**config.mk**
```make
export PLATFORM = sky130hd
export DESIGN_NAME = fold_encoder
export DESIGN_NICKNAME = d
export VERILOG_FILES = /design/src/rtl/fold_enc_pkg.sv /design/src/rtl/fenc_unfold.sv /design/src/rtl/fenc_bubble.sv /design/src/rtl/fenc_rom.sv /design/src/rtl/fenc_seq.sv /design/src/rtl/fold_encoder.sv
export SDC_FILE = /design/constraint.sdc
export NUM_CORES = 1
export LEC_CHECK = 0
export ABC_AREA = 1
export BUFFER_PORTS_ARGS = -buffer_cell sky130_fd_sc_hd__buf_2
export CAP_MARGIN = 20
export CORE_MARGIN = 4
export CORE_UTILIZATION = 29
export DETAILED_ROUTE_END_ITERATION = 8
export PLACE_DENSITY_LB_ADDON = 0.25
export SKIP_CTS_REPAIR_TIMING = 1
export SLEW_MARGIN = 25
export SYNTH_ARGS = -nofsm -noshare
export SYNTH_HDL_FRONTEND = slang
export SYNTH_HIERARCHICAL = 1
export SYNTH_SLANG_ARGS = --single-unit
```
**constraint.sdc**
```tcl
create_clock -name clk -period 3.32 [get_ports clk]
set_input_delay 0.166 -clock clk [delete_from_list [all_inputs] [get_ports clk]]
set_output_delay 0.166 -clock clk [all_outputs]
set_load 0.05 [all_outputs]
```
**src/rtl/fold_enc_pkg.sv**
```systemverilog
package fold_enc_pkg;

    typedef enum logic [1:0] {
        PIPE_EMPTY = 2'd0,
        PIPE_FILL  = 2'd1,
        PIPE_RUN   = 2'd2
    } pipe_state_t;

endpackage

```
**src/rtl/fenc_unfold.sv**
```systemverilog
module fenc_unfold #(
    parameter int CMP_W = 64
) (
    input  logic [CMP_W-1:0] cmp_in,
    output logic [CMP_W-2:0] therm,
    output logic             top_bit
);
    localparam int THERM_W = CMP_W - 1;

    assign top_bit = cmp_in[CMP_W-1];

    generate
        for (genvar i = 0; i < THERM_W; i++) begin : g_xor
            assign therm[i] = cmp_in[i] ^ cmp_in[CMP_W-1];
        end
    endgenerate
endmodule

```
**src/rtl/fenc_bubble.sv**
```systemverilog
module fenc_bubble #(
    parameter int CMP_W = 64
) (
    input  logic [CMP_W-2:0] therm,
    output logic [CMP_W-1:0] hot
);
    localparam int THERM_W = CMP_W - 1;
    localparam int EXT_W   = THERM_W + 3;

    // padded view: two ones below bit 0, a zero above the top
    logic [EXT_W-1:0] ext;
    assign ext = {1'b0, therm, 2'b11};

    generate
        for (genvar j = 0; j < CMP_W; j++) begin : g_term
            assign hot[j] = ext[j] & ext[j+1] & ~ext[j+2];
        end
    endgenerate
endmodule

```
**src/rtl/fenc_rom.sv**
```systemverilog
module fenc_rom #(
    parameter int CMP_W = 64,
    parameter int CNT_W = $clog2(CMP_W)
) (
    input  logic [CMP_W-1:0] hot,
    output logic [CNT_W-1:0] cnt
);
    always_comb begin
        cnt = '0;
        for (int j = 0; j < CMP_W; j++) begin
            if (hot[j]) begin
                cnt = cnt | CNT_W'(j);
            end
        end
    end
endmodule

```
**src/rtl/fenc_seq.sv**
```systemverilog
module fenc_seq
    import fold_enc_pkg::*;
(
    input  logic clk,
    input  logic rst_n,
    output logic out_vld
);
    pipe_state_t state_q;
    pipe_state_t state_d;

    always_ff @(posedge clk or negedge rst_n) begin
        if (!rst_n) begin
            state_q <= PIPE_EMPTY;
        end else begin
            state_q <= state_d;
        end
    end

    always_comb begin
        state_d = state_q;
        unique case (state_q)
            PIPE_EMPTY: state_d = PIPE_FILL;   // capture
            PIPE_FILL:  state_d = PIPE_RUN;    // deliver
            PIPE_RUN:   state_d = PIPE_RUN;
            default:    state_d = PIPE_EMPTY;
        endcase
    end

    always_comb begin
        unique case (state_q)
            PIPE_RUN: out_vld = 1'b1;
            default:  out_vld = 1'b0;
        endcase
    end
endmodule

```
**src/rtl/fold_encoder.sv**
```systemverilog
module fold_encoder #(
    parameter int CMP_W = 64
) (
    input  logic             clk,
    input  logic             rst_n,
    input  logic [CMP_W-1:0] cmp_bus,
    input  logic             coarse_hi,
    input  logic             coarse_lo,
    output logic [$clog2(CMP_W)+1:0] code,
    output logic             code_vld
);
    localparam int CNT_W   = $clog2(CMP_W);
    localparam int CODE_W  = CNT_W + 2;
    localparam int THERM_W = CMP_W - 1;

    // stage 1: capture
    logic [CMP_W-1:0] cap_cmp;
    logic             cap_hi;
    logic             cap_lo;

    always_ff @(posedge clk or negedge rst_n) begin
        if (!rst_n) begin
            cap_cmp <= '0;
            cap_hi  <= 1'b0;
            cap_lo  <= 1'b0;
        end else begin
            cap_cmp <= cmp_bus;
            cap_hi  <= coarse_hi;
            cap_lo  <= coarse_lo;
        end
    end

    logic [THERM_W-1:0] therm;
    logic               top_bit;
    logic [CMP_W-1:0]   hot;
    logic [CNT_W-1:0]   fine_cnt;
    logic               msb;

    fenc_unfold #(.CMP_W(CMP_W)) u_unfold (
        .cmp_in  (cap_cmp),
        .therm   (therm),
        .top_bit (top_bit)
    );

    fenc_bubble #(.CMP_W(CMP_W)) u_bubble (
        .therm (therm),
        .hot   (hot)
    );

    fenc_rom #(.CMP_W(CMP_W), .CNT_W(CNT_W)) u_rom (
        .hot (hot),
        .cnt (fine_cnt)
    );

    // coarse steering keeps MSB aligned with the fold bit
    assign msb = top_bit ? cap_hi : cap_lo;

    // stage 2: output
    always_ff @(posedge clk or negedge rst_n) begin
        if (!rst_n) begin
            code <= '0;
        end else begin
            code <= {msb, top_bit, fine_cnt};
        end
    end

    fenc_seq u_seq (
        .clk     (clk),
        .rst_n   (rst_n),
        .out_vld (code_vld)
    );

    logic unused_w;
    assign unused_w = ^CODE_W;
endmodule

```
==> summary.md <==
| Metric | Value |
|---|---|
| Outcome | finished clean |
| Average wire per standard cell | 10.61 um |
| IO buf count | 76 |
| Rel. slew slack | 54.42% |
| Post-Synth Adder-Cell Area | 0.5647% |
| Max Fclk | 560.3 MHz |
| Max IR drop VDD | 0.0002683 V |
| Max-slew violations | 0 |
| Design area | 5837 um2 |
| CTS Buffer Depth | 2 |
| Synth Cell Area | 4432 um2 |
| Syn_area_per_cell | 6.756 um2 |
| Final Hold Fails | 0 |
| Area grow syn2layout | 31.71% |
| Slew @ Worst Pin | 0.6837 ns |
| CTS tree | yes |
| Clock Sinks | 76 |
| Clk pin slew, worst setup/hold paths | 0.06 ns |
| Synth Area in Simple Gates | 41.33% |
| Post-synthesis mux area share | 0% |
| Seq/Total Area, Yosys | 42.91% |
| Tmin final | 1.785 ns |
| Share of cells above drive strength 1 | 22.67% |
| All-layer global routing usage | 12.51% |
| Comb pwr share | 19.4% |
| Via count | 3,867 |
| First-pass GRT wire length | 17,340 um |
| Skew final | 0.009111 ns |
| I/O pin cnt | 77 |
| Clock share of power | 38.9% |
| Synth unique cells | 16 |
| Core ar. | 14,750 um2 |
| Post-route DRC | 0 |
| Num rows | 44 |
| Vias per cell | 3.918 |
| Area contributors post-synth | dfrtp_1 (43%), nand2_1 (21%), nor2_1 (9.5%) |
| Setup violators final | 0 |
| Pint | 1.711 mW |
| Cell taking the most area after synthesis | dfrtp_1 |
| Synth Instances | 656 |
| Post-Synth XOR/XNOR Area | 0% |
| Root Buffer | clkbuf_16 |
| WL final | 10,470 um |
| Clock latency on the worst-skew pair | 0.34 ns |
| Switching Power | 697.3 uW |
| Post-synthesis compound-gate area fraction | 0% |
| Final Total Pwr | 2.408 mW |
| Setup crit end kind | flip-flop |
| Crit-path max FO | 38 |
| Placed Instance Area | 4873 um2 |
| Critical Path RT | 3.55 ns |
| Critical Path Start Type | flip-flop |
| Largest net degree at the start of global routing | 77 |
| Hold Crit Class | input pin to async pin |
| Die area | 17,320 um2 |
| PwrDens | 412.5 nW/um2 |
| Total CTS buffers | 9 |
| Total Nets Final | 868 |
| Vias in the first global route | 3,662 |
| Initial core utilization | 30.04% |
| Critical path arrival | 2.02 ns |
| H-tree depth | 3 |
| Hpwl dp | 7632 um |
| Reported leakage power | 3.275 nW |
| Initial DRT Pass Iterations | 4 |
| Largest family of logic cells by synthesized area | simple AND/OR/NAND/NOR gates |
| Post-synth top area share | 42.91% |
| Period utilization | 53.76% |
| GPL Wtd Cong | 0.8648 |
| Synth Net Count | 726 |
| Die Span X | 131.6 um |
| Sw frac | 28.96% |
| Die H | 131.6 um |
| Initial DRC Count | 161 |
| Share of power burned in registers | 41.8% |
| Final antenna-violating net count | 0 |
| Setup Crit Path Kind | flip-flop to flip-flop |
| RSZ-0062 raised after global routing | false |
| FF+latch count, synth | 76 |
| Gr ovfl total | 0 |
| Worst r2r path cells | 10 |
| Initial antenna violation count | 0 |
| YS warnings | 6 |
| Setup_tns | 0 ns |
| Max-Cap Viols | 0 |
| Ant. Diodes | 0 |
[power by group through the flow]
stage          combinational [mW]  clock [mW]  sequential [mW]
6_report                    0.466       0.936             1.01
4_1_cts                     0.412       0.980             1.01
5_1_grt                     0.542        1.01             1.01
3_3_place_gp                0.410           0             1.02
2_1_floorplan               0.291           0             1.03
3_5_place_dp                0.410           0             1.02
[synth_stat cells (all sizes together)]
library cell	count
and2	2
buf	14
clkinv	2
dfrtp	76
ha	2
inv	124
nand2	318
nand4	2
nor2	116
[through the flow]
stage                     setup WS, ns  hold slack [ns]  utilization (%)  cells
after floorplan                  1.870          -0.1296                -    656
after global placement           1.531           0.2738            33.03    904
after detailed placement         1.508           0.2753            33.03    904
after CTS                        1.500         -0.09796            34.99    920
after global routing             1.325           0.4459            39.56    987
final                            1.535           0.4278            39.56    987
[kinds of logic (layout without fill, tap and decap cells)]
logic type,count (synthesis),count (layout)
flip-flops,76,76
AND/OR/NAND/NOR,438,438
adder cells (fa/ha/maj),2,2
buffers and inverters,140,287
[metal layers]
metal	GRT usage (%)	vias up	wire (um)
li1	-	2124	-
met1	16.75	1669	5264
met2	19.28	65	4672
met3	3.708	9	406
met4	4.434	0	125
met5	0	-	0
[layout by cell type, fill, tap and decap left out]
| master | Yosys | routed |
|---|---|---|
| inv_1 | 106 | 106 |
| nor2_2 | 3 | 3 |
| nand2_1 | 253 | 253 |
| clkinvlp_4 | 0 | 3 |
| dfrtp_2 | 0 | 1 |
| clkinv_1 | 2 | 2 |
| nand2_2 | 65 | 65 |
| nand4_1 | 2 | 2 |
| and2_1 | 2 | 2 |
| clkinv_4 | 0 | 1 |
| dfrtp_1 | 76 | 75 |
| buf_2 | 0 | 75 |
| clkbuf_16 | 0 | 9 |
| inv_12 | 1 | 1 |
| buf_4 | 6 | 2 |
| clkinv_2 | 0 | 1 |
| nor2_4 | 1 | 1 |
| dlygate4sd3_1 | 0 | 67 |
| ha_1 | 2 | 2 |
| clkbuf_8 | 0 | 2 |
| nor2_1 | 112 | 112 |
| buf_6 | 2 | 1 |
| inv_2 | 17 | 17 |
[sequential cells by signal, indices dropped and copies added, names as in the netlist]
register	flops
cap_cmp	64
code	8
cap_lo	1
u_seq/state_q	2
cap_hi	1
[worst max-delay path, stage by stage, from the launching register on]
cell and delay (ns):
dfrtp_2 0.45, buf_4 0.38, nand2_1 0.10, nand2_1 0.12, nor2_1 0.07, inv_2 0.04, nand2_1 0.09, nor2_2 0.13
nand2_2 0.07, nor2_1 0.16, nand2_1 0.07
[final timing paths]
path                              from     endpoint  slack, ns
max in group asynchronous        rst_n  cap_cmp[63]       2.40
hold / removal                   rst_n  cap_cmp[35]       0.43
setup reg to reg           cap_cmp[63]      code[0]       1.54
min in group clk                cap_lo      code[7]       0.44
hold reg to reg                 cap_lo      code[7]       0.44
setup / recovery           cap_cmp[63]      code[0]       1.54
[final cells by class]
type | instances | area [um2]
fillers | 1581 | 8917
flip-flops and latches | 76 | 1903
multi-input cells | 440 | 1857
repair buffers | 145 | 1072
inverters | 126 | 485.5
clock buffers | 11 | 252.7
well taps | 184 | 230.2
clock inverters | 5 | 36.28
Power figures use the tool's default switching activity.
